**src/rtl/entry_seq_pkg.sv**
```systemverilog
package entry_seq_pkg;

    typedef enum logic [2:0] {
        ST_IDLE,
        ST_DUMMY,
        ST_PUSH_HI,
        ST_PUSH_LO,
        ST_PUSH_ST,
        ST_VEC_LO,
        ST_VEC_HI
    } seq_state_t;

    typedef enum logic [1:0] {
        SRC_RESET,
        SRC_NMI,
        SRC_IRQ,
        SRC_BRK
    } entry_src_t;

endpackage

```
**src/rtl/nmi_edge_latch.sv**
```systemverilog
module nmi_edge_latch (
    input  logic clk,
    input  logic rst_n,
    input  logic nmi_req,
    input  logic clear,
    output logic pend
);
    logic prev_q;
    logic rise;

    assign rise = nmi_req & ~prev_q;

    always_ff @(posedge clk or negedge rst_n) begin
        if (!rst_n) begin
            prev_q <= 1'b0;
            pend   <= 1'b0;
        end else begin
            prev_q <= nmi_req;
            pend   <= (pend & ~clear) | rise;
        end
    end
endmodule

```
**src/rtl/entry_arbiter.sv**
```systemverilog
module entry_arbiter
    import entry_seq_pkg::*;
#(
    parameter int ADDR_W   = 16,
    parameter int DATA_W   = 8,
    parameter int RET_SKIP = 2,
    parameter int I_BIT    = 2,
    parameter int B_BIT    = 4,
    parameter int U_BIT    = 5
) (
    input  logic              at_boundary,
    input  logic              brk_hit,
    input  logic              irq_req,
    input  logic              nmi_pend,
    input  logic [ADDR_W-1:0] ret_pc,
    input  logic [DATA_W-1:0] status_in,
    output logic              take,
    output entry_src_t        src,
    output logic [ADDR_W-1:0] push_pc,
    output logic [DATA_W-1:0] push_status,
    output logic [DATA_W-1:0] next_status
);
    logic at_slot;
    logic irq_ok;
    logic is_brk;

    assign at_slot = at_boundary | brk_hit;
    assign irq_ok  = irq_req & ~status_in[I_BIT];
    assign take    = (at_slot & (nmi_pend | irq_ok)) | brk_hit;

    always_comb begin
        if (at_slot && nmi_pend)    src = SRC_NMI;
        else if (at_slot && irq_ok) src = SRC_IRQ;
        else                        src = SRC_BRK;
    end

    assign is_brk  = (src == SRC_BRK);
    assign push_pc = brk_hit ? ret_pc + ADDR_W'(RET_SKIP) : ret_pc;

    for (genvar i = 0; i < DATA_W; i++) begin : g_bit
        if (i == B_BIT) begin : g_b
            assign push_status[i] = is_brk;
            assign next_status[i] = status_in[i] & 1'b0;
        end else if (i == U_BIT) begin : g_u
            assign push_status[i] = 1'b1;
            assign next_status[i] = status_in[i] | 1'b1;
        end else if (i == I_BIT) begin : g_i
            assign push_status[i] = status_in[i];
            assign next_status[i] = 1'b1;
        end else begin : g_pass
            assign push_status[i] = status_in[i];
            assign next_status[i] = status_in[i];
        end
    end
endmodule

```
**src/rtl/vector_select.sv**
```systemverilog
module vector_select
    import entry_seq_pkg::*;
#(
    parameter int                ADDR_W    = 16,
    parameter logic [ADDR_W-1:0] VEC_NMI   = 'hFFFA,
    parameter logic [ADDR_W-1:0] VEC_RESET = 'hFFFC,
    parameter logic [ADDR_W-1:0] VEC_IRQ   = 'hFFFE
) (
    input  entry_src_t        src,
    output logic [ADDR_W-1:0] vec_base
);
    always_comb begin
        unique case (src)
            SRC_RESET: vec_base = VEC_RESET;
            SRC_NMI:   vec_base = VEC_NMI;
            default:   vec_base = VEC_IRQ;
        endcase
    end
endmodule

```
**src/rtl/irq_entry_seq.sv**
```systemverilog
module irq_entry_seq
    import entry_seq_pkg::*;
#(
    parameter int                ADDR_W       = 16,
    parameter int                DATA_W       = 8,
    parameter logic [DATA_W-1:0] STACK_PAGE   = 'h01,
    parameter logic [DATA_W-1:0] RESET_SP     = 'hFF,
    parameter logic [DATA_W-1:0] RESET_STATUS = 'h24,
    parameter logic [ADDR_W-1:0] VEC_NMI      = 'hFFFA,
    parameter logic [ADDR_W-1:0] VEC_RESET    = 'hFFFC,
    parameter logic [ADDR_W-1:0] VEC_IRQ      = 'hFFFE,
    parameter int                RET_SKIP     = 2,
    parameter int                I_BIT        = 2,
    parameter int                B_BIT        = 4,
    parameter int                U_BIT        = 5
) (
    input  logic              clk,
    input  logic              rst_n,
    input  logic              nmi_req,
    input  logic              irq_req,
    input  logic              at_boundary,
    input  logic              brk_hit,
    input  logic [ADDR_W-1:0] ret_pc,
    input  logic [DATA_W-1:0] status_in,
    input  logic [DATA_W-1:0] sp_in,
    output logic [ADDR_W-1:0] bus_addr,
    output logic [DATA_W-1:0] bus_wdata,
    input  logic [DATA_W-1:0] bus_rdata,
    output logic              bus_we,
    output logic              busy,
    output logic              done,
    output logic [ADDR_W-1:0] new_pc,
    output logic [DATA_W-1:0] new_sp,
    output logic [DATA_W-1:0] new_status
);
    localparam int HI_LSB = ADDR_W - DATA_W;

    seq_state_t state, state_nx;

    logic              nmi_pend;
    logic              take;
    logic              accept;
    entry_src_t        arb_src;
    logic [ADDR_W-1:0] arb_pc;
    logic [DATA_W-1:0] arb_push_st;
    logic [DATA_W-1:0] arb_next_st;
    logic [ADDR_W-1:0] vec_base;

    entry_src_t        src_q;
    logic [ADDR_W-1:0] pc_q;
    logic [DATA_W-1:0] push_st_q;
    logic [DATA_W-1:0] next_st_q;
    logic [DATA_W-1:0] sp_q;
    logic [DATA_W-1:0] vlo_q;

    nmi_edge_latch u_nmi (
        .clk     (clk),
        .rst_n   (rst_n),
        .nmi_req (nmi_req),
        .clear   (accept && (arb_src == SRC_NMI)),
        .pend    (nmi_pend)
    );

    entry_arbiter #(
        .ADDR_W   (ADDR_W),
        .DATA_W   (DATA_W),
        .RET_SKIP (RET_SKIP),
        .I_BIT    (I_BIT),
        .B_BIT    (B_BIT),
        .U_BIT    (U_BIT)
    ) u_arb (
        .at_boundary (at_boundary),
        .brk_hit     (brk_hit),
        .irq_req     (irq_req),
        .nmi_pend    (nmi_pend),
        .ret_pc      (ret_pc),
        .status_in   (status_in),
        .take        (take),
        .src         (arb_src),
        .push_pc     (arb_pc),
        .push_status (arb_push_st),
        .next_status (arb_next_st)
    );

    vector_select #(
        .ADDR_W    (ADDR_W),
        .VEC_NMI   (VEC_NMI),
        .VEC_RESET (VEC_RESET),
        .VEC_IRQ   (VEC_IRQ)
    ) u_vec (
        .src      (src_q),
        .vec_base (vec_base)
    );

    assign accept = (state == ST_IDLE) && take;

    // state register
    always_ff @(posedge clk or negedge rst_n) begin
        if (!rst_n) state <= ST_DUMMY;
        else        state <= state_nx;
    end

    // next-state logic
    always_comb begin
        state_nx = ST_IDLE;
        unique case (state)
            ST_IDLE:    state_nx = accept ? ST_DUMMY : ST_IDLE;
            ST_DUMMY:   state_nx = ST_PUSH_HI;
            ST_PUSH_HI: state_nx = ST_PUSH_LO;
            ST_PUSH_LO: state_nx = ST_PUSH_ST;
            ST_PUSH_ST: state_nx = ST_VEC_LO;
            ST_VEC_LO:  state_nx = ST_VEC_HI;
            ST_VEC_HI:  state_nx = ST_IDLE;
            default:    state_nx = ST_IDLE;
        endcase
    end

    // captured entry context and results
    always_ff @(posedge clk or negedge rst_n) begin
        if (!rst_n) begin
            src_q      <= SRC_RESET;
            pc_q       <= '0;
            push_st_q  <= '0;
            next_st_q  <= RESET_STATUS;
            sp_q       <= RESET_SP;
            vlo_q      <= '0;
            done       <= 1'b0;
            new_pc     <= '0;
            new_sp     <= '0;
            new_status <= '0;
        end else begin
            done <= 1'b0;
            unique case (state)
                ST_IDLE: begin
                    if (accept) begin
                        src_q     <= arb_src;
                        pc_q      <= arb_pc;
                        push_st_q <= arb_push_st;
                        next_st_q <= arb_next_st;
                        sp_q      <= sp_in;
                    end
                end
                ST_PUSH_HI, ST_PUSH_LO, ST_PUSH_ST: begin
                    sp_q <= sp_q - DATA_W'(1);
                end
                ST_VEC_LO: begin
                    vlo_q <= bus_rdata;
                end
                ST_VEC_HI: begin
                    new_pc     <= {bus_rdata, vlo_q};
                    new_sp     <= sp_q;
                    new_status <= next_st_q;
                    done       <= 1'b1;
                end
                default: ;
            endcase
        end
    end

    // bus outputs
    always_comb begin
        bus_addr  = '0;
        bus_wdata = '0;
        bus_we    = 1'b0;
        unique case (state)
            ST_IDLE: ;
            ST_DUMMY: bus_addr = pc_q;
            ST_PUSH_HI: begin
                bus_addr  = {STACK_PAGE, sp_q};
                bus_wdata = pc_q[ADDR_W-1:HI_LSB];
                bus_we    = (src_q != SRC_RESET);
            end
            ST_PUSH_LO: begin
                bus_addr  = {STACK_PAGE, sp_q};
                bus_wdata = pc_q[DATA_W-1:0];
                bus_we    = (src_q != SRC_RESET);
            end
            ST_PUSH_ST: begin
                bus_addr  = {STACK_PAGE, sp_q};
                bus_wdata = push_st_q;
                bus_we    = (src_q != SRC_RESET);
            end
            ST_VEC_LO: bus_addr = vec_base;
            ST_VEC_HI: bus_addr = vec_base + ADDR_W'(1);
            default: ;
        endcase
    end

    assign busy = (state != ST_IDLE);

endmodule

```
**config.mk**
```make
export PLATFORM = sky130hd
export DESIGN_NAME = irq_entry_seq
export DESIGN_NICKNAME = d
export VERILOG_FILES = /design/src/rtl/entry_seq_pkg.sv /design/src/rtl/nmi_edge_latch.sv /design/src/rtl/entry_arbiter.sv /design/src/rtl/vector_select.sv /design/src/rtl/irq_entry_seq.sv
export SDC_FILE = /design/constraint.sdc
export NUM_CORES = 1
export LEC_CHECK = 0
export CAP_MARGIN = 20
export CORE_MARGIN = 3
export CORE_UTILIZATION = 52
export DETAILED_ROUTE_END_ITERATION = 6
export GPL_ROUTABILITY_DRIVEN = 0
export PLACE_DENSITY = 0.88
export SETUP_SLACK_MARGIN = 0.2
export SLEW_MARGIN = 20
export SYNTH_ARGS = -nofsm -noshare
export SYNTH_HDL_FRONTEND = slang
export SYNTH_SLANG_ARGS = --single-unit
```
**constraint.sdc**
```tcl
create_clock -name clk -period 5.2 [get_ports clk]
set_input_delay 0.52 -clock clk [delete_from_list [all_inputs] [get_ports clk]]
set_output_delay 0.52 -clock clk [all_outputs]
set_load 0.03 [all_outputs]
```
==> flow_metrics.tcl <==
set metrics [dict create \
    ctsHoldBuffers 0 \
    portBuffers 101 \
    tns_ns 0 \
    antenna_cells 0 \
    yosys_warnings 0 \
    slew_viol_final 0 \
    vias 3109 \
    grt_max_degree 79 \
    synth_top_area_cell "dfrtp_1" \
    start_kind "register" \
    design_area_sq_um 5090 \
    cts_sinks 78 \
    async_flop_share_pct 100 \
    synth_edf_count 0 \
    die_w_um 92.9 \
    post-dp-hpwl_um 6840 \
    syn-cell-area_sq_um 3920 \
    drt_iter0_drc 187 \
    required_ns 4.68 \
    synth_top_area_share_pct 44.0 \
    timing.final.crit_share_pct 64.9 \
    synth_top_flop_cell "dfrtp_1" \
    drc 0 \
    rows 31 \
    peakVddDrop_uv 343 \
    final_cell_mix "clkdlybuf4s50_1 (100), dfrtp_1 (69), mux2_1 (44), nand2_1 (36), nor2_1 (27)" \
    hp-class "in -> async" \
    io_pins 105 \
    cts_resized 0 \
    endpoint_kind "output port" \
    layout_commonest_cell "clkdlybuf4s50_1" \
    routed_wl_um 9080 \
    crit_fanout 24 \
    coreArea_sq_um 7290 \
    fmax_mhz 296 \
    clockBufferDepth 2 \
    finalHoldViolations 0 \
    synth_seq_cells 78 \
    slew-limit-headroom_pct 37.7 \
    synthCells 375 \
    rsz0062_at_grt "false" \
    path_class "reg -> out" \
    syn2layout_area_growth_pct 29.7 \
    clk_pin_slew_ns 0.09 \
    num-nets-final 512 \
    status "complete, no violations" \
    p_total_mw 3.49 \
    grt_antenna_before_repair 0 \
    synth_fp_nets 423 \
    cts_tree "yes" \
    htree_num_levels 3 \
    first_pass_iters 4 \
    fp.dieH_um 92.9 \
    initial_utilization_pct 53.8 \
    fin_skew_ns 0.0133 \
    synth_cell_types 48 \
    cap_violations 0 \
    wl_per_cell_um 16.0 \
    post-cts-setup-buffers 0 \
    synth_area_leaders "dfrtp_1 (44%), mux2_1 (13%), dfstp_2 (6.0%), nand2_1 (3.4%), o21ai_0 (2.9%)" \
    period_needed_ns 3.38 \
    hold_slack_ns 0.312 \
    cts_root_buffer "clkbuf_8" \
    drtAntennaViolNets 0 \
    cp.arrival_ns 2.86 \
    drive_gt1_share_pct 7.25 \
    clkLatencyLatePin_ns 0.35 \
    viasPerCell 5.47 \
    overflow 0 \
    grt_pass1_vias 3044 \
    synth_seq_area_share_pct 50.0 \
    post_dp_cell_area_sq_um 4920 \
    grt_pass1_wl_um 14800 \
    cts_buffers 9 \
    syn-mean-instance-area_sq_um 10.5 \
    powerDensity_nw_per_um2 686 \
    die_area_sq_um 8620 \
    worst-slew-pin-transition_ns 0.935 \
    leakage_nw 2.06 \
    setup_violations 0 \
    grt_use_total_pct 21.7 \
]
## state kept, by name, indices dropped and copies added (netlist names)
name,flops
new_sp,8
src_q,2
sp_q,8
vlo_q,8
u_nmi.pend,1
state,3
push_st_q,8
new_status,6
done,1
u_nmi.prev_q,1
pc_q,16
new_pc,16
## power by group
part | switching [mW] | internal (mW) | leakage, nW
logic | 1.09 | 0.810 | 1.06
registers | 0.272 | 0.927 | 0.912
clock network | 0.220 | 0.174 | 0.0795
## Yosys cell counts (all sizes together) (8+ instances only)
library cell  count
a21oi            14
buf              18
clkbuf            8
dfrtp            69
dfstp             9
inv               9
mux2             44
mux2i             9
nand2            36
nand3             8
nor2             28
o21ai            41
xnor2            11
## per-layer routing
metal	up-vias	part of all wire (%)	track usage (%)	wire (um)
met5	-	0	0	0
met4	0	1.3	6.47	115
met3	13	5.2	3.41	469
met2	105	51	37.7	4600
met1	1483	43	28.0	3890
li1	1508	-	-	-
## area by class of cell
type | instances | area (sq um)
fillers | 581 | 2210
clock buffers | 11 | 131
clock inverters | 5 | 37.5
flip-flops and latches | 78 | 1960
repair buffers | 104 | 1030
multi-input cells | 262 | 1770
inverters | 9 | 33.8
well taps | 99 | 124
## critical path: stages, from the launching register on
cell             delay [ns]
dfrtp_1                0.64
nor3b_2                0.77
nor2_1                 0.25
nor2_1                 0.16
clkdlybuf4s50_1        0.70
## cells by family (layout without fill, tap and decap cells)
family	after synthesis	count (layout)	synth area share, %
AO/OA/AOI/OAI	84	84	12.9
XOR/XNOR	14	14	3.13
adder cells (fa/ha/maj)	2	2	0.638
buffers and inverters	35	129	4.94
flip-flops	78	78	50.0
multiplexers	53	53	14.9
other	1	1	0.0956
AND/OR/NAND/NOR	108	108	13.3
## through the flow
step	std cells	utilization [%]	setup slack, ns
finish	568	69.7	1.82
global placement	552	67.4	2.26
CTS	568	69.7	1.85
floorplan	375	-	2.86
detailed placement	552	67.4	2.23
global route	568	69.7	1.63
## worst paths after layout
kind,slack [ns],from,cells after the start,endpoint
max,1.82,state[1],4,bus_we
min,0.31,rst_n,1,new_pc[11]
max reg2reg,2.95,state[0],4,new_sp[6]
min reg2reg,0.44,u_nmi.prev_q,1,u_nmi.pend
max in group asynchronous,4.28,rst_n,1,pc_q[5]
min in group clk,0.44,u_nmi.prev_q,1,u_nmi.pend
(Power assumes the default switching activity.)
